### src/rtl/lcdtx_pkg.sv
package lcdtx_pkg;

  typedef enum logic [1:0] {
    SZ_PLAIN      = 2'd0,
    SZ_CMD_INLINE = 2'd1,
    SZ_CMD_PIN    = 2'd2,
    SZ_RESERVED   = 2'd3
  } size_e;

  // Number of serial bits in one frame for a size code.
  function automatic int unsigned frame_bits(input logic [1:0] code, input int unsigned dw);
    return (code == SZ_CMD_INLINE) ? dw + 1 : dw;
  endfunction

  // True when the command level is the first bit of the frame.
  function automatic logic cmd_inline(input logic [1:0] code);
    return code == SZ_CMD_INLINE;
  endfunction

  // True when the command level goes out on the separate pin.
  function automatic logic cmd_on_pin(input logic [1:0] code);
    return code == SZ_CMD_PIN;
  endfunction

endpackage

### src/rtl/lcdtx_txbuf.sv
module lcdtx_txbuf #(
  parameter int DATA_W = 8
) (
  input  logic              clk,
  input  logic              rst_n,
  input  logic              wr_en,
  input  logic [DATA_W-1:0] wr_data,
  input  logic              wr_cmd,
  input  logic              take,
  output logic              full,
  output logic [DATA_W-1:0] hold_data,
  output logic              hold_cmd
);

  always_ff @(posedge clk or negedge rst_n) begin
    if (!rst_n) begin
      full      <= 1'b0;
      hold_data <= '0;
      hold_cmd  <= 1'b0;
    end else if (wr_en) begin
      full      <= 1'b1;
      hold_data <= wr_data;
      hold_cmd  <= wr_cmd;
    end else if (take) begin
      full      <= 1'b0;
    end
  end

  AST_TAKE_NEEDS_DATA: assert property (@(posedge clk) disable iff (!rst_n)
    take |-> full);
  AST_WRITE_FILLS: assert property (@(posedge clk) disable iff (!rst_n)
    wr_en |=> full);
  AST_TAKE_EMPTIES: assert property (@(posedge clk) disable iff (!rst_n)
    take && !wr_en |=> !full);

endmodule

### src/rtl/lcdtx_clkgen.sv
module lcdtx_clkgen #(
  parameter int HALF_CYC = 2
) (
  input  logic clk,
  input  logic rst_n,
  input  logic run,
  input  logic restart,
  output logic tick
);

  localparam int CW = (HALF_CYC > 1) ? $clog2(HALF_CYC) : 1;
  localparam logic [CW-1:0] LAST = CW'(HALF_CYC - 1);

  logic [CW-1:0] cnt;

  always_ff @(posedge clk or negedge rst_n) begin
    if (!rst_n)                 cnt <= '0;
    else if (restart || !run)   cnt <= '0;
    else if (cnt == LAST)       cnt <= '0;
    else                        cnt <= cnt + 1'b1;
  end

  assign tick = run && (cnt == LAST);

  AST_TICK_NEEDS_RUN: assert property (@(posedge clk) disable iff (!rst_n)
    tick |-> run);

endmodule

### src/rtl/lcdtx_shifter.sv
module lcdtx_shifter
  import lcdtx_pkg::*;
#(
  parameter int DATA_W = 8
) (
  input  logic              clk,
  input  logic              rst_n,
  input  logic              tick,
  input  logic              load,
  input  logic [DATA_W-1:0] ld_data,
  input  logic              ld_cmd,
  input  logic [1:0]        ld_size,
  input  logic              pol,
  output logic              active,
  output logic              frame_end,
  output logic              sclk,
  output logic              sdo,
  output logic              dcx
);

  localparam int FW = DATA_W + 1;
  localparam int BW = $clog2(FW);

  logic [FW-1:0] sh_q;
  logic [BW-1:0] left_q;
  logic          half_q;
  logic          active_q;
  logic          pin_mode_q;
  logic          pin_cmd_q;
  logic          bit_done;

  assign bit_done  = active_q && tick && half_q;
  assign frame_end = bit_done && (left_q == '0);

  always_ff @(posedge clk or negedge rst_n) begin
    if (!rst_n) begin
      sh_q       <= '0;
      left_q     <= '0;
      half_q     <= 1'b0;
      active_q   <= 1'b0;
      pin_mode_q <= 1'b0;
      pin_cmd_q  <= 1'b0;
    end else if (load) begin
      active_q   <= 1'b1;
      half_q     <= 1'b0;
      left_q     <= BW'(frame_bits(ld_size, DATA_W) - 1);
      sh_q       <= cmd_inline(ld_size) ? {ld_cmd, ld_data} : {ld_data, 1'b0};
      pin_mode_q <= cmd_on_pin(ld_size);
      pin_cmd_q  <= ld_cmd;
    end else if (frame_end) begin
      active_q   <= 1'b0;
      half_q     <= 1'b0;
    end else if (active_q && tick) begin
      if (!half_q) begin
        half_q <= 1'b1;
      end else begin
        half_q <= 1'b0;
        left_q <= left_q - 1'b1;
        sh_q   <= {sh_q[FW-2:0], 1'b0};
      end
    end
  end

  assign active = active_q;
  assign sclk   = pol ^ (active_q & half_q);
  assign sdo    = active_q & sh_q[FW-1];
  assign dcx    = active_q & pin_mode_q & pin_cmd_q;

  AST_LEFT_RANGE: assert property (@(posedge clk) disable iff (!rst_n)
    active_q |-> (int'(left_q) < FW));
  AST_SDO_HOLD: assert property (@(posedge clk) disable iff (!rst_n)
    active_q && !load && !bit_done |=> $stable(sdo));
  AST_LOAD_AT_END: assert property (@(posedge clk) disable iff (!rst_n)
    load && active_q |-> frame_end);

endmodule

### src/rtl/lcd_tx_serializer.sv
module lcd_tx_serializer #(
  parameter int DATA_W   = 8,
  parameter int HALF_CYC = 2
) (
  input  logic              clk,
  input  logic              rst_n,
  input  logic [1:0]        cfg_size,
  input  logic              cfg_pol,
  input  logic              wr_en,
  input  logic [DATA_W-1:0] wr_data,
  input  logic              wr_cmd,
  output logic              sclk,
  output logic              sdo,
  output logic              dcx,
  output logic              frame_n,
  output logic              busy,
  output logic              buf_empty,
  output logic              dma_req
);

  logic              full;
  logic [DATA_W-1:0] hold_data;
  logic              hold_cmd;
  logic              active;
  logic              frame_end;
  logic              tick;
  logic              load;
  logic              dma_q;

  // Move the waiting byte when the serializer is idle or finishing a frame.
  assign load = full && (!active || frame_end);

  lcdtx_txbuf #(.DATA_W(DATA_W)) u_buf (
    .clk       (clk),
    .rst_n     (rst_n),
    .wr_en     (wr_en),
    .wr_data   (wr_data),
    .wr_cmd    (wr_cmd),
    .take      (load),
    .full      (full),
    .hold_data (hold_data),
    .hold_cmd  (hold_cmd)
  );

  lcdtx_clkgen #(.HALF_CYC(HALF_CYC)) u_clk (
    .clk     (clk),
    .rst_n   (rst_n),
    .run     (active),
    .restart (load),
    .tick    (tick)
  );

  lcdtx_shifter #(.DATA_W(DATA_W)) u_sh (
    .clk       (clk),
    .rst_n     (rst_n),
    .tick      (tick),
    .load      (load),
    .ld_data   (hold_data),
    .ld_cmd    (hold_cmd),
    .ld_size   (cfg_size),
    .pol       (cfg_pol),
    .active    (active),
    .frame_end (frame_end),
    .sclk      (sclk),
    .sdo       (sdo),
    .dcx       (dcx)
  );

  always_ff @(posedge clk or negedge rst_n) begin
    if (!rst_n) dma_q <= 1'b0;
    else        dma_q <= load;
  end

  assign dma_req   = dma_q;
  assign busy      = full | active;
  assign buf_empty = ~full;
  assign frame_n   = ~active;

  AST_BUSY_AFTER_WRITE: assert property (@(posedge clk) disable iff (!rst_n)
    wr_en |=> busy);
  AST_BUSY_FALL_AT_END: assert property (@(posedge clk) disable iff (!rst_n)
    $fell(busy) |-> $past(frame_end));
  AST_DMA_SINGLE: assert property (@(posedge clk) disable iff (!rst_n)
    dma_req |=> !dma_req);

endmodule

### config.mk
export PLATFORM = sky130hd
export DESIGN_NAME = lcd_tx_serializer
export DESIGN_NICKNAME = d
export VERILOG_FILES = /design/src/rtl/lcdtx_pkg.sv /design/src/rtl/lcdtx_txbuf.sv /design/src/rtl/lcdtx_clkgen.sv /design/src/rtl/lcdtx_shifter.sv /design/src/rtl/lcd_tx_serializer.sv
export SDC_FILE = /design/constraint.sdc
export NUM_CORES = 1
export LEC_CHECK = 0
export BUFFER_PORTS_ARGS = -buffer_cell sky130_fd_sc_hd__buf_2
export CAP_MARGIN = 20
export CORE_MARGIN = 2
export CORE_UTILIZATION = 50
export CTS_CLUSTER_DIAMETER = 40
export CTS_CLUSTER_SIZE = 25
export DETAILED_ROUTE_END_ITERATION = 16
export HOLD_SLACK_MARGIN = 0.02
export PLACE_DENSITY = 0.74
export SETUP_SLACK_MARGIN = 0.4
export SKIP_LAST_GASP = 1
export SLEW_MARGIN = 20
export SYNTH_ARGS = -nofsm -noshare
export SYNTH_HDL_FRONTEND = slang
export SYNTH_SLANG_ARGS = --single-unit
export TNS_END_PERCENT = 5
### constraint.sdc
create_clock -name clk -period 1.9 [get_ports clk]
set_input_delay 0.38 -clock clk [delete_from_list [all_inputs] [get_ports clk]]
set_output_delay 0.38 -clock clk [all_outputs]
set_load 0.02 [all_outputs]
==> results.cfg <==
[place]
io_buffers = 21
gp_congestion = 0.875
place_hpwl_um = 2250
placed_cell_area_um2 = 1750

[worst_setup_path]
cp_data_arrival_time_ns = 2.23
crit_type = register to register
critPathRequiredTime_ns = 2.15
r2r-start = u_sh.left_q[2]
r2r_setup_slack_ns = -0.08
crit_start = u_sh.left_q[2]
reg2reg_depth = 8
critPathMaxFanout = 4
critPathCaptureType = register
cp-start-kind = register
rr_endpoint = u_sh.left_q[1]

[sta]
fin_hold_ws_ns = 0.0600
drv_slew = 0
fin_tns_setup_ns = -0.180
rsz0062_at_grt = true
setup_viol = 3
hold_violations = 0
fin_crit_ns = 1.98
timing.final.ws_setup_ns = -0.0810
fin_skew_ns = 0.0101
clock.fmax_mhz = 505
slew_headroom_pct = 57.8
tightest_slew_ns = 0.633
timing.final.crit_share_pct = 104

[detailed_routing]
drtIter0Drc = 44
viasPerCell = 5.97
routed-via-count = 1271
drt-total-wl_um = 3260
first_pass_iters = 10
drc = 1
post_drt_wl_per_cell_um = 15.3
ant_nets = 0

[clock_network]
cts_tree = built
clk_pin_slew_ns = 0.09
ctsHoldBuffers = 0
clockBufferDepth = 2
clock-sinks = 29
cts_buffers = 5
root_buffer = clkbuf_4
cts_max_level = 2
clk_latency_ns = 0.33

[status]
status = finished with violations
violations = design-rule violations, negative setup slack

[run]
max_cap_violations = 0

[die]
initial_core_util_pct = 53.8
num_rows = 19
die_h_um = 59.0
pin_count = 22
die_x_um = 59.0
core_um2 = 2810
dieArea_um2 = 3480

[global_routing]
first_global_vias = 1197
track_usage_pct = 21.4
grt_pass1_wl_um = 5540
grt_max_degree = 30
grt.overflow.total = 0
antenna_found_initial = 0

[synthesis]
ys_seq_area_share_pct = 48.1
post-synth-top-count-cell = dfrtp_1
syn_area_per_cell_um2 = 10.7
synthTopCellsByArea = dfrtp_1 (48%), mux2_2 (7.5%), mux2i_1 (7.3%), o2bb2ai_1 (4.1%), a22oi_1 (3.5%)
syn-cell-area_um2 = 1510
synth_top_cell_by_area = dfrtp_1
synth_cells = 141
synth.cells.most_frequent = dfrtp_1 (29), mux2i_1 (11), mux2_2 (10), a21oi_1 (9), nand3_1 (9)
synth_edf_count = 0
syn_nets = 157
ys_seq_elements = 29
synthArstFlopShare_pct = 100
yosys.cell_types.count = 36
yosysWarnings = 0
synthFlopType = dfrtp_1
synth_top_area_share_pct = 48.1

[cells_and_area]
finalNetCount = 198
finalInstanceArea_um2 = 1870
n_antenna_cell = 0
fillers = 235
finalCoreUtilization_pct = 66.6
syn2layout_area_growth_pct = 23.8
drive_above_1_share_pct = 38.5

[pwr]
power_density_nw_per_um2 = 1290
p_leak_nw = 0.878
power_mw = 2.42
peakVddDrop_mv = 0.630

[worst_hold_path]
hp-class = input pin to async pin
==> power breakdown <==
part           internal [mW]  switching, mW
logic                  0.549          0.577
clock network          0.174          0.204
registers              0.784          0.129
total                   1.51          0.910
==> logic make-up (layout without fill, tap and decap cells) <==
kind of cell    count (synthesis)  count (layout)  synth area share [%]
compound gates                 42              42                  18.6
xor+xnor                        3               3                  1.74
fa+ha+maj                       1               1                 0.828
buf+inv                        14              55                  4.39
flops                          29              29                  48.1
mux                            22              22                  15.5
simple gates                   30              30                  10.9
==> what timing repair did <==
item | 4_1_cts | 5_1_grt
resized for setup | 5 | 0
setup buffers | 2 | 2
endpoints found under the setup margin | 21 | 23
endpoints found under the hold margin | 0 | 0
pin swaps | 5 | 1
==> worst max-delay path by stage <==
| stage | to | slack (ns) |
|---|---|---|
| after floorplan | u_sh.left_q[1] | -0.19 |
| after global placement | u_sh.left_q[1] | -0.02 |
| after detailed placement | u_sh.left_q[2] | -0.16 |
| after CTS | u_sh.left_q[2] | -0.06 |
| after global routing | u_sh.left_q[2] | -0.17 |
| final | u_sh.left_q[1] | -0.08 |
==> cell type report <==
class                   count  area (µm²)  share of cell area (%)
well taps                  31        38.8                    2.07
multi-input cells          98         761                    40.7
inverters                   5        18.8                    1.00
clock buffers               7        55.1                    2.95
flip-flops and latches     29         726                    38.8
repair buffers             43         270                    14.5
==> worst max-delay path, cell delays in order (launching register included) <==
cell,delay [ns]
dfrtp_1,0.43
or4_4,0.55
o21ai_4,0.17
nand2_4,0.09
a21oi_4,0.17
ha_4,0.21
a21oi_2,0.09
a31oi_1,0.05
a21oi_1,0.13
==> per-stage QoR <==
step,cells,setup WS [ns]
global route,213,-0.174
detailed placement,202,-0.162
finish,213,-0.0810
global placement,202,-0.0234
floorplan,141,-0.191
CTS,211,-0.0643
==> routing by layer <==
| layer | share of wire (%) | wire length, µm | global-route usage, % | up-vias |
|---|---|---|---|---|
| li1 | - | - | - | 600 |
| met1 | 44 | 1430 | 28.7 | 625 |
| met2 | 50 | 1640 | 33.7 | 42 |
| met3 | 4.8 | 157 | 6.15 | 4 |
| met4 | 0.86 | 28 | 6.49 | 0 |
| met5 | 0 | 0 | 0 | - |
==> sequential cells by signal, indices dropped and copies added (netlist names) <==
name,flops
u_buf.full,1
dma_req,1
u_buf.hold_cmd,1
u_clk.cnt,1
u_buf.hold_data,8
u_sh.left_q,4
u_sh.sh_q,9
u_sh.half_q,1
u_sh.pin_mode_q,1
u_sh.pin_cmd_q,1
u_sh.active,1
==> cells in the final DEF, fill, tap and decap left out, drive strengths merged, types with 2 or more instances in the layout <==
cell type	netlist	final
mux2i	11	11
mux2	11	11
dfrtp	29	29
a22oi	7	7
o22ai	2	2
and2	2	2
a21oi	10	10
o21ai	12	12
xnor2	3	3
nand2b	3	3
nor2	3	3
clkbuf	3	7
nand3	9	9
nor4	2	2
o2bb2ai	7	7
inv	5	5
buf	6	43
nand2	7	7
Power figures use the tool's default switching activity.
